$ cat config.mk
export PLATFORM = sky130hd
export DESIGN_NAME = pk_access_check
export DESIGN_NICKNAME = d
export VERILOG_FILES = /design/src/rtl/pk_pkg.sv /design/src/rtl/pk_key_bank.sv /design/src/rtl/pk_global_table.sv /design/src/rtl/pk_access_check.sv
export SDC_FILE = /design/constraint.sdc
export NUM_CORES = 1
export LEC_CHECK = 0
export BUFFER_PORTS_ARGS = -buffer_cell sky130_fd_sc_hd__clkbuf_2
export CORE_MARGIN = 1.5
export CORE_UTILIZATION = 60
export DETAILED_ROUTE_END_ITERATION = 10
export PLACE_DENSITY = 0.79
export SLEW_MARGIN = 25
export SYNTH_ARGS = -nofsm -noshare
export SYNTH_HDL_FRONTEND = slang
export SYNTH_SLANG_ARGS = --single-unit
export TNS_END_PERCENT = 30
$ cat constraint.sdc
create_clock -name clk -period 3.6 [get_ports clk]
set_clock_uncertainty 0.2 [all_clocks]
set_input_delay 0.18 -clock clk [delete_from_list [all_inputs] [get_ports clk]]
set_output_delay 0.18 -clock clk [all_outputs]
set_load 0.01 [all_outputs]
$ cat src/rtl/pk_pkg.sv
package pk_pkg;
  localparam int GIDX_W  = 3;
  localparam int GTBL_N  = 1 << GIDX_W;
  localparam int SLOT_MAX = 16;
  localparam int IDX_W   = $clog2(SLOT_MAX);
  localparam int DIS_W   = 3;

  localparam int DIS_RD = 0;
  localparam int DIS_WR = 1;
  localparam int DIS_EX = 2;

  typedef enum logic [1:0] {
    ACC_RD  = 2'b00,
    ACC_WR  = 2'b01,
    ACC_EX  = 2'b10,
    ACC_BAD = 2'b11
  } acc_e;

  typedef enum logic [1:0] {
    RSN_OK       = 2'b00,
    RSN_NOMATCH  = 2'b01,
    RSN_DISABLED = 2'b10,
    RSN_BADTYPE  = 2'b11
  } rsn_e;
endpackage

$ cat src/rtl/pk_key_bank.sv
module pk_key_bank import pk_pkg::*; #(
  parameter int NUM_KEYS = 8,
  parameter int KEY_W    = 16
) (
  input  logic             clk,
  input  logic             rst,
  input  logic             we,
  input  logic [IDX_W-1:0] idx,
  input  logic [KEY_W-1:0] wkey,
  input  logic [DIS_W-1:0] wdis,
  input  logic [KEY_W-1:0] lkey,
  output logic             hit,
  output logic [DIS_W-1:0] hit_dis
);
  logic [KEY_W-1:0] key_q [NUM_KEYS];
  logic [DIS_W-1:0] dis_q [NUM_KEYS];

  for (genvar g = 0; g < NUM_KEYS; g++) begin : g_slot
    always_ff @(posedge clk) begin
      if (rst) begin
        key_q[g] <= '0;
        dis_q[g] <= '0;
      end else if (we && idx == IDX_W'(g)) begin
        key_q[g] <= wkey;
        dis_q[g] <= wdis;
      end
    end

    a_r9_slot_loaded: assert property (@(posedge clk) disable iff (rst)
      (we && idx == IDX_W'(g)) |=> (key_q[g] == $past(wkey) && dis_q[g] == $past(wdis)))
      else $error("slot %0d not loaded", g);
  end

  // Scan downward so the lowest matching slot is the last to assign.
  always_comb begin
    hit     = 1'b0;
    hit_dis = '0;
    for (int i = NUM_KEYS - 1; i >= 0; i--) begin
      if (key_q[i] == lkey) begin
        hit     = 1'b1;
        hit_dis = dis_q[i];
      end
    end
  end
endmodule

$ cat src/rtl/pk_global_table.sv
module pk_global_table import pk_pkg::*; (
  input  logic              clk,
  input  logic              rst,
  input  logic              we,
  input  logic [GIDX_W-1:0] widx,
  input  logic [DIS_W-1:0]  wdis,
  input  logic [GIDX_W-1:0] lidx,
  output logic [DIS_W-1:0]  ldis
);
  logic [DIS_W-1:0] ent [GTBL_N];

  for (genvar g = 0; g < GTBL_N; g++) begin : g_ent
    if (g == 0) begin : g_fixed
      assign ent[g] = '0;
    end else begin : g_reg
      always_ff @(posedge clk) begin
        if (rst)                             ent[g] <= '0;
        else if (we && widx == GIDX_W'(g))   ent[g] <= wdis;
      end
    end
  end

  assign ldis = ent[lidx];
endmodule

$ cat src/rtl/pk_access_check.sv
module pk_access_check import pk_pkg::*; #(
  parameter int NUM_KEYS = 8,
  parameter int KEY_W    = 16
) (
  input  logic             clk,
  input  logic             rst,
  input  logic             cfg_we,
  input  logic             cfg_glob,
  input  logic [3:0]       cfg_idx,
  input  logic [KEY_W-1:0] cfg_key,
  input  logic [2:0]       cfg_dis,
  input  logic             chk_valid,
  input  logic [KEY_W-1:0] chk_key,
  input  logic [1:0]       chk_type,
  output logic             rsp_valid,
  output logic             rsp_grant,
  output logic             rsp_fault,
  output logic [1:0]       rsp_reason
);
  logic             bank_hit;
  logic [DIS_W-1:0] bank_dis;
  logic [DIS_W-1:0] glob_dis;
  logic             is_glob;
  logic [DIS_W-1:0] sel_dis;
  logic             blocked;
  rsn_e             rsn_d;

  pk_key_bank #(.NUM_KEYS(NUM_KEYS), .KEY_W(KEY_W)) u_bank (
    .clk(clk), .rst(rst),
    .we(cfg_we && !cfg_glob), .idx(cfg_idx), .wkey(cfg_key), .wdis(cfg_dis),
    .lkey(chk_key), .hit(bank_hit), .hit_dis(bank_dis)
  );

  pk_global_table u_gtbl (
    .clk(clk), .rst(rst),
    .we(cfg_we && cfg_glob), .widx(cfg_idx[GIDX_W-1:0]), .wdis(cfg_dis),
    .lidx(chk_key[GIDX_W-1:0]), .ldis(glob_dis)
  );

  assign is_glob = (chk_key[KEY_W-1:GIDX_W] == '0);
  assign sel_dis = is_glob ? glob_dis : bank_dis;

  always_comb begin
    case (acc_e'(chk_type))
      ACC_RD:  blocked = sel_dis[DIS_RD];
      ACC_WR:  blocked = sel_dis[DIS_WR];
      ACC_EX:  blocked = sel_dis[DIS_EX];
      default: blocked = 1'b1;
    endcase
    if (acc_e'(chk_type) == ACC_BAD)  rsn_d = RSN_BADTYPE;
    else if (!is_glob && !bank_hit)   rsn_d = RSN_NOMATCH;
    else if (blocked)                 rsn_d = RSN_DISABLED;
    else                              rsn_d = RSN_OK;
  end

  always_ff @(posedge clk) begin
    if (rst) begin
      rsp_valid  <= 1'b0;
      rsp_grant  <= 1'b0;
      rsp_fault  <= 1'b0;
      rsp_reason <= 2'b00;
    end else begin
      rsp_valid  <= chk_valid;
      rsp_grant  <= chk_valid && (rsn_d == RSN_OK);
      rsp_fault  <= chk_valid && (rsn_d != RSN_OK);
      rsp_reason <= chk_valid ? rsn_d : RSN_OK;
    end
  end

  a_r2_rsp_follows: assert property (@(posedge clk) disable iff (rst)
    chk_valid |=> rsp_valid) else $error("R2 response missing");
  a_r2_no_spurious: assert property (@(posedge clk) disable iff (rst)
    !chk_valid |=> !rsp_valid) else $error("R2 spurious response");
  a_r10_one_outcome: assert property (@(posedge clk) disable iff (rst)
    rsp_valid |-> (rsp_grant != rsp_fault)) else $error("R10 outcome");
  a_r10_reason_ok: assert property (@(posedge clk) disable iff (rst)
    rsp_valid |-> (rsp_grant == (rsp_reason == 2'b00))) else $error("R10 reason");
  a_r10_idle_quiet: assert property (@(posedge clk) disable iff (rst)
    !rsp_valid |-> (!rsp_grant && !rsp_fault)) else $error("R10 idle");
  a_r4_zero_key: assert property (@(posedge clk) disable iff (rst)
    (chk_valid && chk_key == '0 && chk_type != 2'b11) |=> rsp_grant)
    else $error("R4 key zero refused");
  a_r7_bad_type: assert property (@(posedge clk) disable iff (rst)
    (chk_valid && chk_type == 2'b11) |=> (rsp_fault && rsp_reason == 2'b11))
    else $error("R7 illegal type");
endmodule

==> flow_summary.ini <==
[yosys]
synth_flop_cell = edfxtp_1
yosys.area.top_type = edfxtp_1
synth_top_area_share = 0.518
synthTopCellsByArea = edfxtp_1 (52%), and2_1 (11%), xor2_1 (9.4%), dfxtp_1 (5.9%), xnor2_1 (3.2%)
ys_seq_area_frac = 0.577
syn_avg_cell_area_sq_um = 12.5
synth-warning-count = 0
ys_ff_latch = 178
synth_cells = 704
synth_most_common_cell = and2_1
synth.distinct_cells = 54
synth-edff-count = 152
synth_fp_nets = 750
synthTopCellsByCount = and2_1 (153), edfxtp_1 (152), xor2_1 (95)
synthArstFlopShare = 0
syn_area_sq_mm = 0.00882

[grt]
track_usage = 0.282
overflow = 0
antenna_found_initial = 0
grt_pass1_wl_mm = 32.5
grt_pass1_vias = 5744
grt_max_degree = 33

[die]
start_util = 0.611
die_w_um = 124
io_pins = 51
fp-row-count = 44
core-area_sq_mm = 0.0144
die_y_um = 124
die_area_sq_mm = 0.0154

[place]
pre_cts_slack_ns = 0.397
port_buffers = 50
dp_hpwl_mm = 13.8
gp_congestion = 0.887

[detailed_routing]
dr_total_vias = 5671
viasPerCell = 5.96
routedWlPerCell_um = 21.9
drc = 0
postRouteAntennaNets = 0
wl_mm = 20.9
drtIter0Drc = 607
dr.pass1.iters = 5

[sta]
period_needed_ns = 3.42
finalCritPeriodShare = 0.950
rsz0062_at_grt = no
setup_tns_ns = 0
layout_setup_ws_ns = 0.180
setup_viol = 0
tightest_slew_ns = 0.975
report.final.slew_viol_count = 0
slew_headroom = 0.348
clock.fmax_ghz = 0.292
finalHoldViolCount = 0

[power_and_ir_drop]
power.ir.vdd_worst_mv = 0.326
p_per_area_mw_per_mm2 = 500
p_leak_nw = 3.68

[setup_path]
critPathRequiredTime_ns = 3.72
start_kind = register
cp_cell_sequence = xor2_1, nor4_1, nand4_1, or3b_1, a211oi_1, o311ai_2, a21oi_1, nor4_1, dlygate4sd3_1
endpoint_kind = register
path_max_fanout = 4
cp_slowest_cell = dlygate4sd3_1
crit_arrival_ns = 3.54
critical_path_class = register to register
cpPeakStageDelay_ns = 0.55
crit_top_cell = nor4_1
cp_top_family = simple AND/OR/NAND/NOR gates
cp.buffers_inverters = 1

[cts]
cts_tree = done
cts-root-buf = clkbuf_16
clock-sinks = 178
cts_buffer_depth = 2
worstSkewPairLatency_ns = 0.43
path_clk_slew_ns = 0.06
postCtsSetupBuffers = 0
cts_made_buffers = 17
htreeDepth = 4

[outcome]
status = finished clean

[final_layout]
drive_gt1_frac = 0.140
fin_nets = 800
final_util = 0.689
syn2layout_area_growth_pct = 12.8

[min_path]
hold_class = input port to register

[flow_run]
maxCapViolCount = 0
cells in the final DEF, fill, tap and decap left out, types with 3 or more instances in the layout:
cell,count
a21o_1,8
a21oi_1,17
and2_1,153
and4_1,3
buf_4,6
bufinv_16,8
clkbuf_16,17
clkbuf_2,50
clkinvlp_4,3
dfxtp_1,26
dlygate4sd3_1,12
edfxtp_1,152
inv_1,4
mux2_2,3
mux2i_1,10
nand2_1,22
nand2b_1,6
nand4_1,14
nor2_1,29
nor2b_1,5
nor3_1,3
nor3b_1,3
nor4_1,21
nor4_2,4
nor4_4,4
o21ai_0,15
xnor2_1,32
xor2_1,95
repair_timing:
| action | 4_1_cts | 5_1_grt |
|---|---|---|
| setup endpoints to repair | 0 | 1 |
| hold buffers | 12 | 0 |
| hold endpoints to repair | 43 | 0 |
| gates resized for setup | 0 | 1 |
stage by stage:
stage          total power [mW]  cell area, sq um  hold WS [ns]  cells
5_1_grt                    5.08              9940        0.0105    950
3_5_place_dp               2.79              9110         0.275    907
2_1_floorplan              2.66              8820         0.116    704
3_3_place_gp               2.77              9110         0.259    907
6_report                   4.97              9940        0.0106    951
4_1_cts                    4.97              9940       0.00108    950
final timing paths:
kind,cells after the start,slack (ns),startpoint,to
setup / recovery,9,0.18,u_bank.key_q[1][55]$_SDFFCE_PN0P_,rsp_grant$_SDFF_PP0_
hold / removal,2,0.01,cfg_key[3],u_bank.key_q[1][51]$_SDFFCE_PN0P_
setup reg to reg,9,0.18,u_bank.key_q[1][55]$_SDFFCE_PN0P_,rsp_grant$_SDFF_PP0_
hold reg to reg,2,0.28,u_gtbl.ent[4]$_SDFFE_PP0P_,u_gtbl.ent[4]$_SDFFE_PP0P_
layer usage:
layer / part of all wire / vias to the layer above / GRT usage / routed length [um]
met4: 0.026 / 0 / 0.115 / 551
met5: 0 / - / 0 / 0
met2: 0.50 / 230 / 0.463 / 10400
li1: - / 2577 / - / -
met1: 0.41 / 2825 / 0.378 / 8560
met3: 0.066 / 39 / 0.0453 / 1380
report_power, final:
group / total, mW / internal (mW) / switching [mW]
Combinational: 0.373 / 0.127 / 0.246
Clock: 2.22 / 1.44 / 0.778
Sequential: 2.38 / 2.34 / 0.0460
final cells by class:
type / count / area (sq um)
fillers: 1016 / 4480
multi-input cells: 485 / 3490
well taps: 184 / 230
flip-flops and latches: 178 / 5080
inverters: 4 / 15.0
repair buffers: 68 / 415
clock inverters: 14 / 284
diodes: 1 / 2.50
clock buffers: 17 / 425
cells by family (layout without fill, tap and decap cells):
family	Yosys count	after routing	share of synthesized area
other	0	1	0
xor gates and xnor gates	128	128	0.128
DFF	178	178	0.577
buffers and inverters	41	103	0.0299
AOI/OAI and AO/OA	61	61	0.0457
muxes	16	16	0.0237
and+or+nand+nor	280	280	0.196
sequential cells by signal (all words and copies together), names as in the netlist:
register      cells
u_bank.key_q    128
u_bank.dis_q     24
u_gtbl.ent       21
rsp_reason        2
rsp_fault         1
rsp_grant         1
rsp_valid         1
(Power assumes the default switching activity.)
